==> src/rtl/rom_bank_mapper_pkg.sv <==
package rom_bank_mapper_pkg;
  localparam int PAGE_SHIFT = 14;
  localparam int RAM_AW     = 13;

  typedef enum logic [1:0] {
    REG_NONE  = 2'd0,
    REG_SLOT0 = 2'd1,
    REG_SLOT1 = 2'd2,
    REG_SLOT2 = 2'd3
  } map_reg_e;

  typedef enum logic [1:0] {
    RGN_PAGE0 = 2'd0,
    RGN_SLOT1 = 2'd1,
    RGN_SLOT2 = 2'd2,
    RGN_RAM   = 2'd3
  } region_e;

  typedef struct packed {
    region_e  region;
    logic     rom_rd;
    logic     ram_rd;
    logic     ram_we;
    map_reg_e reg_sel;
  } decode_t;

  function automatic int page_bits_for(input int rom_bytes);
    return $clog2(rom_bytes) - PAGE_SHIFT;
  endfunction
endpackage

==> src/rtl/rom_bank_mapper_decode.sv <==
module rom_bank_mapper_decode
  import rom_bank_mapper_pkg::*;
(
  input  logic [15:0] addr,
  input  logic        rd,
  input  logic        wr,
  output decode_t     dec
);
  logic in_reg_area;

  always_comb begin
    dec         = '0;
    dec.region  = region_e'(addr[15:14]);
    in_reg_area = (addr >= 16'hFFF8);
    if (dec.region == RGN_RAM) begin
      dec.ram_we = wr;
      dec.ram_rd = rd && !wr;
    end else begin
      dec.rom_rd = rd && !wr;
    end
    if (wr && in_reg_area) begin
      unique case (addr[3:0])
        4'hD:    dec.reg_sel = REG_SLOT0;
        4'hE:    dec.reg_sel = REG_SLOT1;
        4'hF:    dec.reg_sel = REG_SLOT2;
        default: dec.reg_sel = REG_NONE;
      endcase
    end
  end
endmodule

==> src/rtl/rom_bank_mapper_regs.sv <==
module rom_bank_mapper_regs
  import rom_bank_mapper_pkg::*;
#(
  parameter logic [7:0] PAGE_MASK = 8'h0F
) (
  input  logic            clk,
  input  logic            rst,
  input  map_reg_e        sel,
  input  logic [7:0]      wdata,
  output logic [2:0][7:0] regs
);
  for (genvar i = 0; i < 3; i++) begin : g_reg
    localparam logic [7:0] RST_VAL = 8'(i);
    localparam logic [7:0] KEEP    = (i == 0) ? 8'hFF : PAGE_MASK;
    logic hit;
    assign hit = (sel == map_reg_e'(i + 1));
    always_ff @(posedge clk) begin
      if (rst)      regs[i] <= RST_VAL;
      else if (hit) regs[i] <= wdata & KEEP;
    end
  end
endmodule

==> src/rtl/rom_bank_mapper_phys.sv <==
module rom_bank_mapper_phys
  import rom_bank_mapper_pkg::*;
#(
  parameter int PB = 4
) (
  input  region_e              region,
  input  logic [13:0]          offset,
  input  logic [7:0]           page1,
  input  logic [7:0]           page2,
  output logic [PB+13:0]       phys
);
  logic [PB-1:0] page;

  always_comb begin
    unique case (region)
      RGN_SLOT1: page = page1[PB-1:0];
      RGN_SLOT2: page = page2[PB-1:0];
      default:   page = '0;
    endcase
    phys = {page, offset};
  end
endmodule

==> src/rtl/rom_bank_mapper.sv <==
module rom_bank_mapper
  import rom_bank_mapper_pkg::*;
#(
  parameter int ROM_BYTES = 196608
) (
  input  logic                                   clk,
  input  logic                                   rst,
  input  logic [15:0]                            cpu_addr,
  input  logic                                   cpu_rd,
  input  logic                                   cpu_wr,
  input  logic [7:0]                             cpu_wdata,
  output logic                                   rom_rd,
  output logic [page_bits_for(ROM_BYTES)+13:0]   rom_addr,
  output logic                                   ram_rd,
  output logic                                   ram_we,
  output logic [12:0]                            ram_addr,
  output logic [7:0]                             ram_wdata,
  output logic [7:0]                             slot0_reg,
  output logic [7:0]                             slot1_page,
  output logic [7:0]                             slot2_page
);
  localparam int         PB        = page_bits_for(ROM_BYTES);
  localparam int         ROM_AW    = PB + PAGE_SHIFT;
  localparam logic [7:0] PAGE_MASK = 8'((1 << PB) - 1);

  decode_t            dec;
  logic [2:0][7:0]    regs;
  logic [ROM_AW-1:0]  phys;

  rom_bank_mapper_decode u_decode (
    .addr (cpu_addr),
    .rd   (cpu_rd),
    .wr   (cpu_wr),
    .dec  (dec)
  );

  rom_bank_mapper_regs #(.PAGE_MASK(PAGE_MASK)) u_regs (
    .clk   (clk),
    .rst   (rst),
    .sel   (dec.reg_sel),
    .wdata (cpu_wdata),
    .regs  (regs)
  );

  rom_bank_mapper_phys #(.PB(PB)) u_phys (
    .region (dec.region),
    .offset (cpu_addr[13:0]),
    .page1  (regs[1]),
    .page2  (regs[2]),
    .phys   (phys)
  );

  assign slot0_reg  = regs[0];
  assign slot1_page = regs[1];
  assign slot2_page = regs[2];

  always_ff @(posedge clk) begin
    if (rst) begin
      rom_rd    <= 1'b0;
      rom_addr  <= '0;
      ram_rd    <= 1'b0;
      ram_we    <= 1'b0;
      ram_addr  <= '0;
      ram_wdata <= '0;
    end else begin
      rom_rd    <= dec.rom_rd;
      rom_addr  <= dec.rom_rd ? phys : '0;
      ram_rd    <= dec.ram_rd;
      ram_we    <= dec.ram_we;
      ram_addr  <= (dec.ram_rd || dec.ram_we) ? cpu_addr[RAM_AW-1:0] : '0;
      ram_wdata <= dec.ram_we ? cpu_wdata : '0;
    end
  end
endmodule

==> config.mk <==
export PLATFORM = sky130hd
export DESIGN_NAME = rom_bank_mapper
export DESIGN_NICKNAME = d
export VERILOG_FILES = /design/src/rtl/rom_bank_mapper_pkg.sv /design/src/rtl/rom_bank_mapper_decode.sv /design/src/rtl/rom_bank_mapper_regs.sv /design/src/rtl/rom_bank_mapper_phys.sv /design/src/rtl/rom_bank_mapper.sv
export SDC_FILE = /design/constraint.sdc
export NUM_CORES = 1
export LEC_CHECK = 0
export BUFFER_PORTS_ARGS = -buffer_cell sky130_fd_sc_hd__buf_2
export CELL_PAD_IN_SITES_DETAIL_PLACEMENT = 1
export CELL_PAD_IN_SITES_GLOBAL_PLACEMENT = 1
export CORE_UTILIZATION = 35
export CTS_CLUSTER_SIZE = 10
export DETAILED_ROUTE_END_ITERATION = 8
export PLACE_DENSITY_LB_ADDON = 0.1
export REMOVE_ABC_BUFFERS = 1
export SLEW_MARGIN = 40
export SYNTH_ARGS = -nofsm -noshare
export SYNTH_HDL_FRONTEND = slang
export SYNTH_SLANG_ARGS = --single-unit
==> constraint.sdc <==
create_clock -name clk -period 3.59 [get_ports clk]
set_input_delay 0.718 -clock clk [delete_from_list [all_inputs] [get_ports clk]]
set_output_delay 0.718 -clock clk [all_outputs]
set_load 0.1 [all_outputs]
==> run metrics, run 1 <==
overall power 1.43 mW; Detail Placement HPWL 3200 um; Inserted Clock Buffers 9; IO Count 94; synthesized area 0.00202 sq mm; CP required 2.87 ns; clock root buffer clkbuf_8; Final nets 301; Post-synth top cells dfxtp_1 (58), and2_1 (35), nand2b_1 (24), mux2i_1 (16), buf_4 (9); startpoint types register; Total GRT Usage 15.6%; vias 1,484; final hold slack 0.474 ns; global-route wire length before repair 7140 um; Synth area leader dfxtp_1; DRT Pass-1 Iters 4; Critical Path AT 1.15 ns; worst hold endpoint u_regs.regs[1]; Synth cell types 19; Post-synth ARST share 0%; top_reg_cell synth dfxtp_1; register area share after synthesis 57.5%; met2 Use GR 22.9%; Routed Antenna Nets 0; Die Wd 77.9 um; period utilization 51.9%; CP max FO 3; Synth area leaders dfxtp_1 (58%), and2_1 (11%), mux2i_1 (7.9%), nand2b_1 (7.4%), buf_4 (3.3%); WHS Path Cells 2; H-Tree Depth 3; relative slew slack 60.6%; GPL Wtd Cong 0.687; Final Hold Viols 0; P per Cell Area 537 mW/mm^2; skew final 0.00586 ns; die area 0.00607 sq mm; # rows 27; share of layout cells above drive strength 1 37.5%; max-slew violations 0; # DRC 0; most used routing layer met2; top cell type's share of synthesized area 57.5%; M3 GR Usage 7.41%; initial antenna violation count 0; Clock Tree Buf Depth 2; Fmax 536 MHz; Initial DRC Count 63; grt ovf 0; crit-path leading delay family buffers and inverters; crit-path cells buf_2; WL per Instance 12.3 um; RSZ-0062 raised after global routing no; CTS clk-pin slew, worst paths 0.07 ns; worst-skew pair later-pin latency 0.32 ns; HP Class register to register; vias in the first global route 1,475; CTS tree yes; FF+latch count, synth 58; drt via density 4.28; Routed WL 4270 um; GR Util met1 20.1%; core area 0.00554 sq mm; post-CTS resize count 0; WP buf/inv 1; cell with the most instances after synthesis dfxtp_1; min Tclk post-route 1.86 ns; Initial Util 36.4%; setup bufs post-CTS 0; Reg-to-Reg End rom_addr[17]; reg2reg setup slack 2.90 ns; CP endpoint kind primary output; leakage 1.35 nW; CTS Sinks 58; Setup TNS Final 0 ns; Die Height 77.9 um; fillcell total 661; Area growth syn-to-layout 31.9%; status complete, no violations; crit-path max cell delay 0.45 ns; PortBufs 85; worst slew pin tran 0.589 ns; Min-Delay Startpoint u_regs.regs[1]; Syn Inst Count 181; n_diodes 0; EDFF count, synth 0; YS warnings 0; FF-to-FF Start u_regs.regs[11]; Peak VDD IR 0.345 mV; max cap viols 0; CTS Hold Buffers Added 0; Finish-stage setup viols 0; Layout Cells excl Fill 347; kind of critical path register to primary output; Slowest-stage cell, CP buf_2; Worst Reg-to-Reg Cells 2; average cell area after synthesis 11.2 sq um; largest net degree at the start of global routing 29; Cells after DPL 331
-- layout make-up --
type	instances	area (sq um)	share of cell area, %
clock buffer	11	151	5.69
clock inverter	5	52.6	1.97
inverter	4	16.3	0.611
multi-input combinational	112	764	28.7
sequential	58	1160	43.6
tap	72	90.1	3.39
timing repair buffer	85	425	16.0
-- cell families after synthesis --
kind of cell	after synthesis	synth area share, %
AOI/OAI and AO/OA	4	1.49
adders and majority gates	3	1.86
buffers and inverters	18	5.89
DFF	58	57.5
muxes	16	7.94
other	1	0.186
and+or+nand+nor	81	25.1
-- state kept, by name, indices dropped and copies added, names as in the netlist --
name / count
rom_addr: 18
u_regs.regs: 16
ram_addr: 13
ram_wdata: 8
ram_rd: 1
ram_we: 1
rom_rd: 1
-- routing by layer --
| metal | routed length, um | part of all wire (%) |
|---|---|---|
| met5 | 0 | 0 |
| met1 | 2050 | 48 |
| met2 | 1790 | 42 |
| met4 | 31 | 0.73 |
| met3 | 399 | 9.3 |
-- worst max-delay path by stage --
| stage | start | depth (start not counted) | slack (ns) | to |
|---|---|---|---|---|
| detailed placement | cpu_addr[14] | 5 | 1.51 | u_regs.regs[3] |
| finish | u_regs.regs[16] | 1 | 1.73 | slot2_page[0] |
| global route | u_regs.regs[11] | 1 | 1.68 | slot1_page[3] |
| global placement | cpu_addr[14] | 5 | 1.52 | u_regs.regs[5] |
| CTS | u_regs.regs[11] | 1 | 1.70 | slot1_page[3] |
| floorplan | cpu_addr[14] | 4 | 1.81 | u_regs.regs[0] |
-- placed cells by master (no fill, tap or decap), drive strengths merged --
| cell | count |
|---|---|
| bufinv | 1 |
| conb | 8 |
| and4b | 2 |
| nor2 | 8 |
| clkinvlp | 1 |
| or3 | 1 |
| buf | 85 |
| a22oi | 4 |
| clkinv | 4 |
| clkbuf | 11 |
| and2 | 35 |
| dfxtp | 58 |
| nor3 | 4 |
| inv | 3 |
| nand2b | 24 |
| nand4 | 2 |
| ha | 3 |
| and4 | 5 |
| mux2i | 16 |
-- power by group --
part	internal, mW	switching, mW	leakage [nW]
Combinational	0.0313	0.138	0.780
Sequential	0.653	0.00197	0.469
Clock	0.355	0.250	0.105
-- stage by stage --
| stage | cell area [sq um] | setup WS [ns] | utilization (%) |
|---|---|---|---|
| 2_1_floorplan | 1940 | 1.81 | - |
| 3_3_place_gp | 2460 | 1.52 | 44.4 |
| 3_5_place_dp | 2460 | 1.51 | 44.4 |
| 4_1_cts | 2660 | 1.70 | 48.0 |
| 5_1_grt | 2660 | 1.68 | 48.0 |
| 6_report | 2660 | 1.73 | 48.0 |
No activity file was read; power rests on OpenSTA's default activity.
==> run 2: changes to the inputs <==
--- a/config.mk
+++ b/config.mk
@@ -8,7 +8,7 @@
 export BUFFER_PORTS_ARGS = -buffer_cell sky130_fd_sc_hd__buf_2
 export CELL_PAD_IN_SITES_DETAIL_PLACEMENT = 1
 export CELL_PAD_IN_SITES_GLOBAL_PLACEMENT = 1
-export CORE_UTILIZATION = 35
+export CORE_UTILIZATION = 30
 export CTS_CLUSTER_SIZE = 10
 export DETAILED_ROUTE_END_ITERATION = 8
 export PLACE_DENSITY_LB_ADDON = 0.1
==> constraint.sdc (replaced) <==
create_clock -name clk -period 1.7 [get_ports clk]
set_input_delay 0.34 -clock clk [delete_from_list [all_inputs] [get_ports clk]]
set_output_delay 0.34 -clock clk [all_outputs]
set_load 0.1 [all_outputs]
==> run metrics, run 2 (synthesis results as in run 1) <==
status finished with violations; failing checks design-rule violations; Total GRT Usage 13.6%; fillcell total 751; # DRC 15; crit-path leading delay family buffers and inverters; CTS clk-pin slew, worst paths 0.06 ns; Die Wd 84.0 um; die area 0.00706 sq mm; IO Count 94; number of flip-flops in the largest register 18; share of layout cells above drive strength 1 37.5%; post-CTS resize count 0; Routed WL 4580 um; clock root buffer clkbuf_8; most frequent cells in the layout buf_2 (85), dfxtp_1 (58), and2_1 (35); Die Height 84.0 um; GPL Wtd Cong 0.701; relative slew slack 55.5%; CP required 1.36 ns; Clock Tree Buf Depth 2; CTS Hold Buffers Added 0; kind of critical path register to primary output; # rows 29; initial antenna violation count 0; Area growth syn-to-layout 32.9%; setup bufs post-CTS 0; Seq. cell area 0.00116 sq mm; vias 1,520; Inserted Clock Buffers 9; vias in the first global route 1,457; crit-path max cell delay 0.44 ns; top flop regs rom_addr (18), u_regs.regs (16), ram_addr (13); Fmax 674 MHz; core area 0.00642 sq mm; Final Hold Viols 0; Finish-stage setup viols 0; Detail Placement HPWL 3460 um; RSZ-0062 raised after global routing no; WL per Instance 13.0 um; grt ovf 0; Critical Path AT 1.14 ns; startpoint types register; min Tclk post-route 1.48 ns; CTS Sinks 58; max-slew violations 0; H-Tree Depth 3; DRT Pass-1 Iters 6; leakage 1.36 nW; worst-skew pair later-pin latency 0.33 ns; crit-path cells buf_2; CTS tree yes; Setup TNS Final 0 ns; period utilization 87.3%; WP buf/inv 1; final hold slack 0.224 ns; skew final 0.000569 ns; P per Cell Area 1110 mW/mm^2; CP endpoint kind primary output; global-route wire length before repair 7130 um; max cap viols 0; largest net degree at the start of global routing 27; HP Class input port to register; commonest non-fill, non-tap cell in the layout buf_2; Peak VDD IR 0.383 mV; Routed Antenna Nets 0; Slowest-stage cell, CP buf_2; CP max FO 3; area occupied by multi-input gates 764 sq um; worst slew pin tran 0.665 ns; Initial Util 31.4%; overall power 2.99 mW; drt via density 4.32; PortBufs 85; n_diodes 0; Final nets 303; Initial DRC Count 52; Biggest register rom_addr
-- run 2: cell count changes in the layout (fill, tap and decap cells not counted) --
cell	previous run	this run
buf_12	0	1
buf_4	0	1
clkinv_2	4	3
clkinvlp_4	1	0
-- run 2: final timing paths --
check | slack [ns] | end | start | depth (start not counted)
max | 0.22 | slot2_page[0] | u_regs.regs[16] | 1
min | 0.22 | ram_wdata[7] | cpu_wdata[7] | 2
max reg2reg | 1.01 | rom_addr[17] | u_regs.regs[19] | 2
min reg2reg | 0.47 | u_regs.regs[7] | u_regs.regs[7] | 2
-- run 2: through the flow --
stage / util (%) / setup WS, ns / area [sq um] / cells
2_1_floorplan: - / 0.297 / 1940 / 174
3_3_place_gp: 38.8 / 0.168 / 2490 / 338
3_5_place_dp: 38.8 / 0.0795 / 2490 / 338
4_1_cts: 41.8 / 0.182 / 2680 / 352
5_1_grt: 41.8 / 0.162 / 2680 / 352
6_report: 41.8 / 0.216 / 2680 / 352
-- run 2: where the power goes --
part | total (mW) | internal, mW | switching (mW)
clock network | 1.25 | 0.735 | 0.510
registers | 1.38 | 1.38 | 0.00399
logic | 0.360 | 0.0677 | 0.292
-- run 2: cell type report --
| type | count | area share [%] |
|---|---|---|
| repair buffers | 87 | 16.9 |
| clock buffers | 11 | 5.64 |
| flip-flops and latches | 58 | 43.3 |
| inverters | 4 | 0.606 |
| clock inverters | 3 | 1.49 |
| well taps | 77 | 3.59 |
| multi-input cells | 112 | 28.5 |
-- run 2: metal layers --
metal	wire, um	GRT usage [%]	up-vias
met5	0	0	-
met4	111	9.40	0
met3	285	3.96	8
met2	2150	21.7	58
met1	2040	15.7	698
li1	-	-	756
==> run 3: changes to the inputs <==
--- a/config.mk
+++ b/config.mk
@@ -5,12 +5,14 @@
 export SDC_FILE = /design/constraint.sdc
 export NUM_CORES = 1
 export LEC_CHECK = 0
+export ABC_AREA = 1
 export BUFFER_PORTS_ARGS = -buffer_cell sky130_fd_sc_hd__buf_2
 export CELL_PAD_IN_SITES_DETAIL_PLACEMENT = 1
 export CELL_PAD_IN_SITES_GLOBAL_PLACEMENT = 1
-export CORE_UTILIZATION = 30
+export CORE_UTILIZATION = 29
 export CTS_CLUSTER_SIZE = 10
 export DETAILED_ROUTE_END_ITERATION = 8
+export MAX_ROUTING_LAYER = met4
 export PLACE_DENSITY_LB_ADDON = 0.1
 export REMOVE_ABC_BUFFERS = 1
 export SLEW_MARGIN = 40
==> run metrics, run 3 <==
commonest non-fill, non-tap cell in the layout buf_2; Area growth syn-to-layout 33.6%; kind of critical path register to primary output; Routed WL 5480 um; largest net degree at the start of global routing 17; CTS Hold Buffers Added 0; skew final 0.000645 ns; worst-skew pair later-pin latency 0.33 ns; clock root buffer clkbuf_8; HP Class input port to register; Inserted Clock Buffers 9; Finish-stage setup viols 0; Seq. cell area 0.00116 sq mm; Setup TNS Final 0 ns; die area 0.00763 sq mm; P per Cell Area 1050 mW/mm^2; initial antenna violation count 0; IO Count 94; Die Height 87.3 um; Final nets 391; Biggest register rom_addr; final core occ 40.9%; WL per Instance 11.9 um; Synth area leaders dfxtp_1 (55%), nor2_1 (10%), inv_1 (9.4%), nand2_1 (8.5%), nand4_1 (3.6%); top cell type's share of synthesized area 55.0%; CP max FO 3; Slowest-stage cell, CP buf_2; share of layout cells above drive strength 1 31.9%; # rows 30; PortBufs 85; leakage 1.59 nW; sequential share of power 46.8%; GPL Wtd Cong 0.709; max cap viols 0; CTS Sinks 58; Final Hold Viols 0; cell with the most instances after synthesis dfxtp_1; Pint 2.12 mW; combinational share of power 13.2%; min Tclk post-route 1.50 ns; Routed Antenna Nets 0; RSZ-0062 raised after global routing no; startpoint types register; top flop regs rom_addr (18), u_regs.regs (16), ram_addr (13); average cell area after synthesis 7.97 sq um; CTS tree yes; crit-path cells buf_2; crit path launch u_regs.regs[10]; Min-Delay Startpoint cpu_addr[13]; Peak VDD IR 0.405 mV; switching part of the total 28.4%; H-Tree Depth 3; Critical Path AT 1.16 ns; crit-path max cell delay 0.45 ns; Post-synth top cells dfxtp_1 (58), nor2_1 (56), inv_1 (53), nand2_1 (48), nand4_1 (12); n_diodes 0; area occupied by multi-input gates 682 sq um; grt ovf 0; vias 1,860; YS warnings 0; CTS clk-pin slew, worst paths 0.07 ns; Initial DRC Count 36; Sw Pwr 0.841 mW; DRT Pass-1 Iters 4; register area share after synthesis 55.0%; status complete, no violations; # DRC 0; Die Wd 87.3 um; Post-synth ARST share 0%; Clock Tree Buf Depth 2; CP required 1.36 ns; Fmax 668 MHz; setup bufs post-CTS 0; top_reg_cell synth dfxtp_1; post-CTS resize count 0; core area 0.00691 sq mm; Initial Util 30.6%; most frequent cells in the layout buf_2 (85), dfxtp_1 (58), nor2_1 (56); vias in the first global route 1,860; WP buf/inv 1; max-slew violations 0; Synth area leader dfxtp_1; crit-path leading delay family buffers and inverters; number of flip-flops in the largest register 18; FF+latch count, synth 58; Total GRT Usage 16.1%; Synth cell types 24; drt via density 4.04; Detail Placement HPWL 4260 um; CP endpoint kind primary output; final hold slack 0.233 ns; fillcell total 920; period utilization 88.0%; FF-to-FF Start u_regs.regs[10]; share of power burned in the clock network 40.0%; synthesized area 0.00211 sq mm; EDFF count, synth 0; global-route wire length before repair 8840 um; Syn Inst Count 265
run 3: cell types whose count changed after synthesis, moves of 5 or more:
cell	change
nor2_1	+48
inv_1	+50
nand4_1	+10
nand2_1	+48
and4_1	-5
mux2i_1	-16
nand2b_1	-24
and2_1	-35
run 3: final timing paths:
path	slack [ns]	end	depth (start not counted)
max	0.20	slot1_page[2]	1
min	0.23	rom_addr[13]	3
max reg2reg	0.99	u_regs.regs[10]	4
min reg2reg	0.48	rom_addr[17]	2
run 3: tightest hold or removal path, cell delays in order:
cell and delay [ns]:
buf_2 0.10, inv_1 0.04, nor2_1 0.04
run 3: final cells by class:
| class | count | area share, % |
|---|---|---|
| inverters | 55 | 7.32 |
| well taps | 96 | 4.26 |
| multi-input cells | 146 | 24.2 |
| flip-flops and latches | 58 | 41.2 |
| clock inverters | 2 | 0.355 |
| repair buffers | 90 | 16.4 |
| clock buffers | 13 | 6.34 |
run 3: kinds of logic after synthesis:
logic type | after synthesis | synth area share (%)
AOI/OAI and AO/OA | 4 | 0.948
and+or+nand+nor | 131 | 28.1
DFF | 58 | 55.0
adders and majority gates | 3 | 1.78
buffers and inverters | 68 | 14.0
other | 1 | 0.178
run 3: power groups by stage:
stage,registers (mW),logic [mW],clock network (mW)
finish,1.38,0.389,1.18
detailed placement,1.42,0.393,0
global placement,1.41,0.391,0
floorplan,1.57,0.141,0
CTS,1.38,0.394,1.23
global route,1.38,0.413,1.29
run 3: routing by layer:
metal / part of all wire, % / vias to the layer above / wire (um) / global-route usage [%]
met2: 46 / 62 / 2490 / 24.9
met4: 1.4 / 0 / 76 / 8.49
met3: 6.2 / 9 / 342 / 4.17
met5: 0 / - / 0 / -
met1: 47 / 833 / 2570 / 19.3
li1: - / 956 / - / -
run 3: metrics by stage:
| step | power (mW) | instance area [sq um] | cells | setup WS (ns) |
|---|---|---|---|---|
| 2_1_floorplan | 1.71 | 2050 | 259 | 0.342 |
| 3_3_place_gp | 1.81 | 2630 | 445 | 0.0956 |
| 3_5_place_dp | 1.81 | 2630 | 445 | 0.0409 |
| 4_1_cts | 3.01 | 2820 | 460 | 0.183 |
| 5_1_grt | 3.09 | 2820 | 460 | 0.160 |
| 6_report | 2.96 | 2820 | 460 | 0.203 |
